`config.mk`:
```
export PLATFORM = sky130hd
export DESIGN_NAME = sdr_single_ctrl
export DESIGN_NICKNAME = d
export VERILOG_FILES = /design/src/rtl/sdr_pkg.sv /design/src/rtl/sdr_refresh_timer.sv /design/src/rtl/sdr_row_tracker.sv /design/src/rtl/sdr_cmd_fsm.sv /design/src/rtl/sdr_single_ctrl.sv
export SDC_FILE = /design/constraint.sdc
export NUM_CORES = 1
export LEC_CHECK = 0
export ABC_AREA = 1
export BUFFER_PORTS_ARGS = -buffer_cell sky130_fd_sc_hd__clkbuf_2
export CELL_PAD_IN_SITES_DETAIL_PLACEMENT = 1
export CELL_PAD_IN_SITES_GLOBAL_PLACEMENT = 1
export CORE_ASPECT_RATIO = 1.5
export CORE_MARGIN = 2
export CORE_UTILIZATION = 25
export CTS_BUF_LIST = sky130_fd_sc_hd__clkbuf_4 sky130_fd_sc_hd__clkbuf_8 sky130_fd_sc_hd__clkbuf_16
export DETAILED_ROUTE_END_ITERATION = 16
export HOLD_SLACK_MARGIN = 0.02
export PLACE_DENSITY = 0.7
export SYNTH_ARGS = -nofsm -noshare
export SYNTH_HDL_FRONTEND = slang
export SYNTH_HIERARCHICAL = 1
export SYNTH_SLANG_ARGS = --single-unit
```
`constraint.sdc`:
```
create_clock -name clk_i -period 3.4 [get_ports clk_i]
set_input_delay 0.51 -clock clk_i [delete_from_list [all_inputs] [get_ports clk_i]]
set_output_delay 0.51 -clock clk_i [all_outputs]
set_load 0.05 [all_outputs]
```
`src/rtl/sdr_pkg.sv`:
```
package sdr_pkg;
  // {ras_n, cas_n, we_n}
  typedef enum logic [2:0] {
    CMD_NOP = 3'b111,
    CMD_ACT = 3'b011,
    CMD_RD  = 3'b101,
    CMD_WR  = 3'b100,
    CMD_PRE = 3'b010,
    CMD_REF = 3'b001
  } sdr_cmd_e;

  typedef enum logic [3:0] {
    S_IDLE, S_RPRE, S_RPW, S_REF, S_RFW,
    S_MPRE, S_MPW, S_ACT, S_ACW,
    S_WR, S_RD, S_RDW, S_RDA
  } sdr_state_e;

  localparam int AP_BIT = 10;

  function automatic int max4(int a, int b, int c, int d);
    int m;
    m = a;
    if (b > m) m = b;
    if (c > m) m = c;
    if (d > m) m = d;
    return m;
  endfunction
endpackage

```
`src/rtl/sdr_refresh_timer.sv`:
```
module sdr_refresh_timer #(
  parameter int T_REFI = 780
) (
  input  logic clk_i,
  input  logic rst_ni,
  input  logic done_i,
  output logic pend_o
);
  localparam int CW = (T_REFI > 2) ? $clog2(T_REFI) : 1;
  localparam logic [CW-1:0] RELOAD = CW'(T_REFI - 1);

  logic [CW-1:0] cnt_q;

  always_ff @(posedge clk_i or negedge rst_ni) begin
    if (!rst_ni) begin
      cnt_q  <= RELOAD;
      pend_o <= 1'b0;
    end else begin
      if (cnt_q == '0) cnt_q <= RELOAD;
      else             cnt_q <= cnt_q - 1'b1;
      if (cnt_q == '0)  pend_o <= 1'b1;
      else if (done_i)  pend_o <= 1'b0;
    end
  end

  p_pend_sticky_r8: assert property (@(posedge clk_i) disable iff (!rst_ni)
    pend_o && !done_i |=> pend_o);
endmodule

```
`src/rtl/sdr_row_tracker.sv`:
```
module sdr_row_tracker #(
  parameter int TAG_W = 14
) (
  input  logic             clk_i,
  input  logic             rst_ni,
  input  logic             act_i,
  input  logic             close_i,
  input  logic [TAG_W-1:0] tag_i,
  output logic             open_o,
  output logic             hit_o
);
  logic [TAG_W-1:0] tag_q;

  always_ff @(posedge clk_i or negedge rst_ni) begin
    if (!rst_ni) begin
      open_o <= 1'b0;
      tag_q  <= '0;
    end else if (act_i) begin
      open_o <= 1'b1;
      tag_q  <= tag_i;
    end else if (close_i) begin
      open_o <= 1'b0;
    end
  end

  assign hit_o = open_o && (tag_q == tag_i);

  p_open_after_act_r7: assert property (@(posedge clk_i) disable iff (!rst_ni)
    act_i |=> open_o);
  p_closed_after_pre_r8: assert property (@(posedge clk_i) disable iff (!rst_ni)
    close_i && !act_i |=> !open_o);
endmodule

```
`src/rtl/sdr_cmd_fsm.sv`:
```
module sdr_cmd_fsm
  import sdr_pkg::*;
#(
  parameter int ROW_W = 12,
  parameter int COL_W = 8,
  parameter int BA_W  = 2,
  parameter int T_RP  = 3,
  parameter int T_RCD = 3,
  parameter int T_RFC = 7,
  parameter int CL    = 3
) (
  input  logic             clk_i,
  input  logic             rst_ni,
  input  logic             req_i,
  input  logic             we_i,
  input  logic             ref_pend_i,
  input  logic             row_open_i,
  input  logic             row_hit_i,
  input  logic [ROW_W-1:0] row_i,
  input  logic [COL_W-1:0] col_i,
  input  logic [BA_W-1:0]  bank_i,
  output sdr_cmd_e         cmd_o,
  output logic [ROW_W-1:0] addr_o,
  output logic [BA_W-1:0]  bank_o,
  output logic             rd_en_o,
  output logic             wr_en_o,
  output logic             ack_o,
  output logic             cap_o,
  output logic             ref_done_o
);
  localparam int WMAX = max4(T_RP, T_RCD, T_RFC, CL);
  localparam int WW   = $clog2(WMAX + 1);

  sdr_state_e     st_q, st_d;
  logic [WW-1:0]  w_q, w_val;
  logic           w_load;
  logic           w_zero;

  assign w_zero = (w_q == '0);

  always_comb begin
    st_d       = st_q;
    cmd_o      = CMD_NOP;
    addr_o     = '0;
    bank_o     = '0;
    rd_en_o    = 1'b0;
    wr_en_o    = 1'b0;
    ack_o      = 1'b0;
    cap_o      = 1'b0;
    ref_done_o = 1'b0;
    w_load     = 1'b0;
    w_val      = '0;
    case (st_q)
      S_IDLE: begin
        if (ref_pend_i)          st_d = S_RPRE;
        else if (req_i) begin
          if (row_hit_i)         st_d = we_i ? S_WR : S_RD;
          else if (row_open_i)   st_d = S_MPRE;
          else                   st_d = S_ACT;
        end
      end
      S_RPRE, S_MPRE: begin
        cmd_o          = CMD_PRE;
        addr_o[AP_BIT] = 1'b1;
        w_load         = 1'b1;
        w_val          = WW'(T_RP - 2);
        st_d           = (st_q == S_RPRE) ? S_RPW : S_MPW;
      end
      S_RPW: if (w_zero) st_d = S_REF;
      S_MPW: if (w_zero) st_d = S_ACT;
      S_REF: begin
        cmd_o      = CMD_REF;
        ref_done_o = 1'b1;
        w_load     = 1'b1;
        w_val      = WW'(T_RFC - 2);
        st_d       = S_RFW;
      end
      S_RFW: if (w_zero) st_d = S_IDLE;
      S_ACT: begin
        cmd_o  = CMD_ACT;
        addr_o = row_i;
        bank_o = bank_i;
        w_load = 1'b1;
        w_val  = WW'(T_RCD - 2);
        st_d   = S_ACW;
      end
      S_ACW: if (w_zero) st_d = we_i ? S_WR : S_RD;
      S_WR: begin
        cmd_o              = CMD_WR;
        addr_o[COL_W-1:0]  = col_i;
        bank_o             = bank_i;
        wr_en_o            = 1'b1;
        ack_o              = 1'b1;
        st_d               = S_IDLE;
      end
      S_RD: begin
        cmd_o              = CMD_RD;
        addr_o[COL_W-1:0]  = col_i;
        bank_o             = bank_i;
        rd_en_o            = 1'b1;
        w_load             = 1'b1;
        w_val              = WW'(CL - 1);
        st_d               = S_RDW;
      end
      S_RDW: if (w_zero) begin
        cap_o = 1'b1;
        st_d  = S_RDA;
      end
      S_RDA: begin
        ack_o = 1'b1;
        st_d  = S_IDLE;
      end
      default: st_d = S_IDLE;
    endcase
  end

  always_ff @(posedge clk_i or negedge rst_ni) begin
    if (!rst_ni) begin
      st_q <= S_IDLE;
      w_q  <= '0;
    end else begin
      st_q <= st_d;
      if (w_load)       w_q <= w_val;
      else if (!w_zero) w_q <= w_q - 1'b1;
    end
  end

  p_en_excl_r4: assert property (@(posedge clk_i) disable iff (!rst_ni)
    !(rd_en_o && wr_en_o));
  p_ack_pulse_r12: assert property (@(posedge clk_i) disable iff (!rst_ni)
    ack_o |=> !ack_o);
  p_ap_low_r5: assert property (@(posedge clk_i) disable iff (!rst_ni)
    (cmd_o == CMD_RD || cmd_o == CMD_WR) |-> !addr_o[AP_BIT]);
  p_cap_then_ack_r10: assert property (@(posedge clk_i) disable iff (!rst_ni)
    cap_o |=> ack_o);
endmodule

```
`src/rtl/sdr_single_ctrl.sv`:
```
module sdr_single_ctrl
  import sdr_pkg::*;
#(
  parameter  int DATA_W = 32,
  parameter  int ROW_W  = 12,
  parameter  int COL_W  = 8,
  parameter  int BA_W   = 2,
  parameter  int T_RP   = 3,
  parameter  int T_RCD  = 3,
  parameter  int T_RFC  = 7,
  parameter  int CL     = 3,
  parameter  int T_REFI = 780,
  localparam int SEL_W  = DATA_W / 8,
  localparam int ADDR_W = BA_W + ROW_W + COL_W
) (
  input  logic              clk_i,
  input  logic              rst_ni,
  input  logic              bus_cyc_i,
  input  logic              bus_we_i,
  input  logic [ADDR_W-1:0] bus_adr_i,
  input  logic [DATA_W-1:0] bus_dat_i,
  input  logic [SEL_W-1:0]  bus_sel_i,
  output logic [DATA_W-1:0] bus_dat_o,
  output logic              bus_ack_o,
  output logic              dfi_cs_n_o,
  output logic              dfi_ras_n_o,
  output logic              dfi_cas_n_o,
  output logic              dfi_we_n_o,
  output logic [BA_W-1:0]   dfi_bank_o,
  output logic [ROW_W-1:0]  dfi_addr_o,
  output logic              dfi_wrdata_en_o,
  output logic [DATA_W-1:0] dfi_wrdata_o,
  output logic [SEL_W-1:0]  dfi_wrdata_mask_o,
  output logic              dfi_rddata_en_o,
  input  logic [DATA_W-1:0] dfi_rddata_i
);
  localparam int TAG_W = BA_W + ROW_W;
  localparam int GW    = $clog2(T_RP + 1);

  logic [COL_W-1:0] req_col;
  logic [ROW_W-1:0] req_row;
  logic [BA_W-1:0]  req_bank;
  sdr_cmd_e         cmd;
  logic             ref_pend, ref_done, row_open, row_hit, cap;
  logic             is_act, is_pre;

  assign {req_bank, req_row, req_col} = bus_adr_i;
  assign is_act = (cmd == CMD_ACT);
  assign is_pre = (cmd == CMD_PRE);

  sdr_refresh_timer #(.T_REFI(T_REFI)) u_timer (
    .clk_i  (clk_i),
    .rst_ni (rst_ni),
    .done_i (ref_done),
    .pend_o (ref_pend)
  );

  sdr_row_tracker #(.TAG_W(TAG_W)) u_rows (
    .clk_i   (clk_i),
    .rst_ni  (rst_ni),
    .act_i   (is_act),
    .close_i (is_pre),
    .tag_i   ({req_bank, req_row}),
    .open_o  (row_open),
    .hit_o   (row_hit)
  );

  sdr_cmd_fsm #(
    .ROW_W(ROW_W), .COL_W(COL_W), .BA_W(BA_W),
    .T_RP(T_RP), .T_RCD(T_RCD), .T_RFC(T_RFC), .CL(CL)
  ) u_fsm (
    .clk_i      (clk_i),
    .rst_ni     (rst_ni),
    .req_i      (bus_cyc_i),
    .we_i       (bus_we_i),
    .ref_pend_i (ref_pend),
    .row_open_i (row_open),
    .row_hit_i  (row_hit),
    .row_i      (req_row),
    .col_i      (req_col),
    .bank_i     (req_bank),
    .cmd_o      (cmd),
    .addr_o     (dfi_addr_o),
    .bank_o     (dfi_bank_o),
    .rd_en_o    (dfi_rddata_en_o),
    .wr_en_o    (dfi_wrdata_en_o),
    .ack_o      (bus_ack_o),
    .cap_o      (cap),
    .ref_done_o (ref_done)
  );

  assign dfi_cs_n_o = 1'b0;
  assign {dfi_ras_n_o, dfi_cas_n_o, dfi_we_n_o} = cmd;
  assign dfi_wrdata_o = bus_dat_i;

  for (genvar b = 0; b < SEL_W; b++) begin : g_mask
    assign dfi_wrdata_mask_o[b] = ~bus_sel_i[b];
  end

  always_ff @(posedge clk_i or negedge rst_ni) begin
    if (!rst_ni)  bus_dat_o <= '0;
    else if (cap) bus_dat_o <= dfi_rddata_i;
  end

  // cycles since last precharge, saturating
  logic [GW-1:0] pre_gap_q;
  always_ff @(posedge clk_i or negedge rst_ni) begin
    if (!rst_ni)                    pre_gap_q <= GW'(T_RP);
    else if (is_pre)                pre_gap_q <= GW'(1);
    else if (pre_gap_q != GW'(T_RP)) pre_gap_q <= pre_gap_q + 1'b1;
  end

  p_act_closed_r7: assert property (@(posedge clk_i) disable iff (!rst_ni)
    is_act |-> !row_open);
  p_act_gap_r7: assert property (@(posedge clk_i) disable iff (!rst_ni)
    is_act |-> pre_gap_q == GW'(T_RP));
  p_rw_open_r6: assert property (@(posedge clk_i) disable iff (!rst_ni)
    (cmd == CMD_RD || cmd == CMD_WR) |-> row_open);
  p_ref_closed_r8: assert property (@(posedge clk_i) disable iff (!rst_ni)
    (cmd == CMD_REF) |-> !row_open);
  p_wr_ack_r11: assert property (@(posedge clk_i) disable iff (!rst_ni)
    dfi_wrdata_en_o |-> bus_ack_o);
endmodule

```
======== Yosys cells after proc, flatten, opt, wreduce, memory -nomap -nowiden ========
Index checks and enable logic that the tools add are counted.
storage, ports and cells
  logic and storage cells ................. 81
  output and inout bits ................... 89
  register bits ........................... 65
  input port bits ......................... 94
operators by class
  bitwise gates (word level) .............. 4
  $add $sub $neg .......................... 2
  eq/ne operators ......................... 22
  reductions and logical operators ........ 13
  mux-type cells .......................... 33
operator list
  kind                                                   number
  case mux 4 bit (10 select lines)                       1
  2-to-1 mux 4 bit                                       8
  equality test 4 bit, second input constant             5
  equality test 4 x 3 -> 1 bit, second input constant    4
  case mux 8 bit (2 select lines)                        1
  case mux 3 bit (5 select lines)                        1
  equality test 14 bit                                   1
  2-to-1 mux 1 bit                                       12
  inequality test 2 x 1 -> 1 bit, second input constant  6
  logical NOT 10 bit                                     1
  2-to-1 mux 10 bit                                      1
  subtractor 10 x 1 -> 10 bit, second input constant     1
  2-to-1 mux 3 bit                                       3
  case mux 3 bit (3 select lines)                        1
  equality test 4 x 2 -> 1 bit, second input constant    2
  2-to-1 mux 2 bit                                       4
  equality test 3 x 2 -> 1 bit, second input constant    2
  AND reduction 6 bit                                    1
  OR reduction 2 bit                                     3
  OR reduction 3 bit                                     2
  OR reduction 5 bit                                     1
  equality test 4 x 1 -> 1 bit, second input constant    1
  logical NOT 4 bit                                      1
  NOT 1 bit                                              4
  other kinds (6)                                        7

======== Logic depth before layout (Yosys ltp) ========
  word-level depth ........................ 6
  gate-level depth with buffers ........... 14
  mapped depth without buffers ............ 14

======== Modules after synthesis ========
Netlist, hierarchy kept.
modules (own cells, without submodules)
  module             area each (sq um)  cells each  sequential area each (sq um)  instances
  sdr_single_ctrl    1,577.8            179         800.8                         1
  sdr_row_tracker    843.3              128         375.4                         1
  sdr_cmd_fsm        794.5              126         175.2                         1
  sdr_refresh_timer  571.8              74          281.5                         1

======== Worst setup path after synthesis ========
Ideal clock, no wire load.
  path type ............................... register to register
  from .................................... register u_fsm.st_q[3]
  to ...................................... register u_rows.tag_q[3]
  path buffers ............................ 2
  library setup time ...................... 122 ps
  clock period less this slack ............ 2,470 ps
  data arrival time ....................... 2,349 ps
  data required time ...................... 3,278 ps
  setup slack ............................. 930 ps
  cell stages (with the launch flop) ...... 13
  path through ............................ dfrtp_1 inv_2 nor2_4 inv_2 nor2_4 inv_2 nand2_2 buf_6 nor2_1 nand2_1 nor2_1 buf_4 o21ai_1
on the way
  cells in the longest elaborated chain, start to end .. 4
  elaborated cells on any way between the ends .. 9
  those cells by class .................... 7 x eq/ne; 1 x mux; 1 x reduce/logical
ends and longest elaborated chain
  item                                                                                 RTL line               source
  start, declared                                                                      sdr_cmd_fsm.sv:34      sdr_state_e st_q, st_d;
  start signal, assigned                                                               sdr_cmd_fsm.sv:122     st_q <= st_d;
  equality test 4 x 3 -> 1 bit / equality test 4 x 1 -> 1 bit (equally long branches)  sdr_cmd_fsm.sv:53      case (st_q)
  OR reduction 2 bit                                                                   sdr_cmd_fsm.sv:53
  case mux 3 bit (5 select lines) (*)                                                  sdr_cmd_fsm.sv:53
  named net dfi_cas_n_o                                                                sdr_single_ctrl.sv:27  output logic dfi_cas_n_o,
  equality test 3 x 2 -> 1 bit (*)                                                     sdr_single_ctrl.sv:48  assign is_act = (cmd == CMD_ACT);
  named net is_act                                                                     sdr_single_ctrl.sv:45  logic is_act, is_pre;
  end signal, assigned                                                                 sdr_row_tracker.sv:20  tag_q <= tag_i;
  end, declared                                                                        sdr_row_tracker.sv:12  logic [TAG_W-1:0] tag_q;
The timed path passes the listed nets; every way through them passes the cells marked *.
A chain may end at the register's enable or synchronous reset.

======== Final worst setup path ========
  from .................................... register u_fsm.st_q[1]
  to ...................................... output port dfi_cas_n_o
on the way
  cells in the longest elaborated chain, start to end .. 3
  elaborated cells on any way between the ends .. 8
  those cells by class .................... 6 x eq/ne; 1 x mux; 1 x reduce/logical
ends and longest elaborated chain
  item                                                                                 RTL line
  equality test 4 x 3 -> 1 bit / equality test 4 x 1 -> 1 bit (equally long branches)  sdr_cmd_fsm.sv:53
  OR reduction 2 bit                                                                   sdr_cmd_fsm.sv:53
  case mux 3 bit (5 select lines) (*)                                                  sdr_cmd_fsm.sv:53
  end, declared                                                                        sdr_single_ctrl.sv:27
Mark *: on every way between the ends. The rest lies on a longest branch, timed or not.

==> summary.md <==
| Metric | Value |
|---|---|
| Grt ovf | 0 |
| Fraction of layout cells with a size suffix above 1 | 31.2% |
| Wire per inst | 13.1 um |
| Worst Setup End Kind | output pin |
| Boundary Pins | 183 |
| Setup Skew | 7.51 ps |
| Largest family of logic cells by synthesized area | simple AND/OR/NAND/NOR gates |
| P&R area growth vs syn | 20.6% |
| Seq/Total Area, Yosys | 43.1% |
| Filler cells | 1904 |
| # Max-Cap Violations | 0 |
| Most used cell, CP | nor2_1 |
| Slew Viols, Final | 0 |
| Initial drt markers | 86 |
| Die Ht | 155 um |
| Reg2Reg Setup Slack | 1170 ps |
| Synth unique cells | 32 |
| Dpl ws | 1170 ps |
| Mapped Area | 3790 um2 |
| Antenna violations before repair | 0 |
| Number of CTS-inserted buffers | 9 |
| WL final | 10400 um |
| Layout Utilization | 30.6% |
| Critical path type | register to output pin |
| FP Rows | 55 |
| R2R cell count | 9 |
| First-pass iteration count of the detailed router | 4 |
| Pwr dens | 840 nW/um2 |
| Top cells by area, synth | dfrtp_1 (40%), nand2_1 (19%), buf_4 (6.9%) |
| Status | complete, no violations |
| Startpoint types | register |
| Setup ws final | 950 ps |
| DRC | 0 |
| WP data arrival | 1940 ps |
| RSZ-0062 raised after global routing | no |
| Total power | 3.84 mW |
| Hold slack | 358 ps |
| Root buffer cell | clkbuf_16 |
| IO Port Bufs | 117 |
| Tmin final | 2450 ps |
| Number of synthesis warnings | 6 |
| Tcrit/Tclk final | 72.1% |
| Nets@finish | 692 |
| Simple-Gate Fraction of Synth Area | 31.8% |
| Die ar. | 16200 um2 |
| CP peak stage delay | 460 ps |
| DR vias/cell | 4.34 |
| Reg2reg end | u_rows/tag_q[2]$_DFFE_PN0P_ |
| GRT Overall Usage | 13.5% |
| Die width | 104 um |
| Cts hold-fix bufs | 0 |
| Yosys reg bits | 65 |
| Routed Antenna Nets | 0 |
| Leak | 2.51 nW |
| Compound-cell area share of the yosys netlist | 5.42% |
| Yosys top cell area share | 39.6% |
| Clock Path Buffers | 2 |
| Endpoints failing hold | 0 |
| Largest net degree at the start of global routing | 66 |
| Mapped Avg Cell Area | 7.47 um2 |
| Post-Synthesis Cells | 507 |
| Gp weighted congestion | 0.894 |
| CP Cell Sequence | inv_1 -> nor2_1 -> nand2_1 -> nand2_2 -> nor2_1 -> clkbuf_2 |
| Vias in the first global route | 3736 |
| Post-synthesis xor/xnor area fraction | 1.39% |
| Post-synthesis mux area share | 0% |
| Initial Util | 25.4% |
| FMAX | 408 MHz |
| Ant diodes | 0 |
| Worst path slowest cell | dfrtp_1 |
| Setup TNS | 0 ps |
| Crit-path max FO | 11 |
| Hpwl dp | 8170 um |
| H-tree Lvls | 3 |
| Syn nets | 604 |
| Critical path required time | 2890 ps |
| Clock tree from TritonCTS | done |
| First-pass GRT wire length | 17400 um |
| Via count | 3470 |
| Adder-cell share of the synthesized area | 0.991% |
| Slew @ Worst Pin | 857 ps |
| Worst VDD drop | 0.330 mV |
| Core outline area | 14900 um2 |
| R2R Path Start | u_fsm/st_q[1]$_DFFE_PN0P_ |
| Final setup fails | 0 |
| Post-CTS Resized | 0 |
| Clock sink count | 65 |
| Synth area leader | dfrtp_1 |
| Worst-path clk slew | 60 ps |
| Headroom to the max-slew limit | 42.9% |
| Worst min path class | primary input to asynchronous set/reset pin |
| Post-CTS Setup Bufs | 0 |
| Worst-Skew Late Latency | 340 ps |
-- logic make-up after synthesis --
family | after synthesis
AND/OR/NAND/NOR | 283
buffers and inverters | 116
flip-flops | 65
AO/OA/AOI/OAI | 33
XOR/XNOR | 6
adder cells (fa/ha/maj) | 3
other | 1
-- sequential cells by signal, indices dropped and copies added (netlist names) --
signal	flops
u_fsm/st_q	4
u_rows/open_o	1
bus_dat_o	32
u_fsm/w_q	3
u_rows/tag_q	14
u_timer/pend_o	1
u_timer/cnt_q	10
-- Yosys cell counts (all sizes together) --
master	count
conb	1
o21ai	20
o31ai	1
a22o	8
o22ai	1
dfrtp	60
inv	72
nand2	212
xnor2	4
nand3	18
nor2	46
nand4	5
xor2	2
nand3b	1
and3	1
ha	3
o211ai	1
dfstp	5
a21oi	2
clkbuf	3
buf	41
-- metrics by stage --
| stage | area (um2) | instances |
|---|---|---|
| floorplan | 3790 | 507 |
| detailed placement | 4280 | 783 |
| finish | 4570 | 799 |
| CTS | 4570 | 799 |
| global placement | 4280 | 783 |
| global route | 4570 | 799 |
-- layout make-up --
type	instances	area (um2)	area share [%]
clock inverter	7	62.6	1.37
timing repair buffer	121	616	13.5
inverter	72	278	6.08
tap	199	249	5.45
clock buffer	9	225	4.93
sequential	65	1630	35.7
multi-input combinational	326	1510	32.9
-- worst max-delay path by stage --
stage | slack, ps | end | from | cells after the start
6_report | 950 | dfi_cas_n_o | u_fsm/st_q[1]$_DFFE_PN0P_ | 6
3_5_place_dp | 1170 | u_rows/tag_q[2]$_DFFE_PN0P_ | u_fsm/st_q[3]$_DFFE_PN0P_ | 9
3_3_place_gp | 1340 | u_rows/tag_q[11]$_DFFE_PN0P_ | u_fsm/st_q[3]$_DFFE_PN0P_ | 9
5_1_grt | 750 | dfi_bank_o[1] | u_fsm/st_q[1]$_DFFE_PN0P_ | 7
2_1_floorplan | 930 | u_rows/tag_q[3]$_DFFE_PN0P_ | u_fsm/st_q[3]$_DFFE_PN0P_ | 12
4_1_cts | 920 | dfi_cas_n_o | u_fsm/st_q[1]$_DFFE_PN0P_ | 6
-- worst max-delay path, delay by kind of cell, from the launching register on --
| kind | cells | cell delay (ps) |
|---|---|---|
| simple gates | 4 | 700 |
| flops | 1 | 460 |
| buf+inv | 2 | 440 |
-- power by group --
group	internal (mW)	leakage, nW	total (mW)	switching, mW
combinational	0.480	1.70	1.78	1.30
clock	0.507	0.132	0.892	0.385
sequential	1.00	0.675	1.16	0.159
total	1.99	2.51	3.84	1.85
-- layout by cell type (no fill, tap or decap), types with 3 or more instances in the layout --
cell type,netlist,layout
nand2_1,192,192
clkbuf_2,0,117
inv_1,62,62
dfrtp_1,60,60
nor2_1,34,33
nand2_2,20,20
nand3_1,17,17
o21ai_1,11,11
nor2_2,9,10
clkbuf_16,0,9
inv_2,9,9
o21ai_0,9,9
a22o_1,8,8
nand4_1,5,5
dfstp_2,5,5
buf_4,35,4
xnor2_1,4,4
inv_8,1,3
clkinvlp_4,0,3
nor2_4,3,3
ha_1,3,3
-- layer usage --
layer / up-vias / wire, um / track usage, %
li1: 1670 / - / -
met1: 1662 / 3650 / 12.5
met2: 105 / 5920 / 27.0
met3: 33 / 503 / 2.65
met4: 0 / 361 / 7.53
met5: - / 0 / 0
Note: power is estimated with default switching activity, not from simulation.
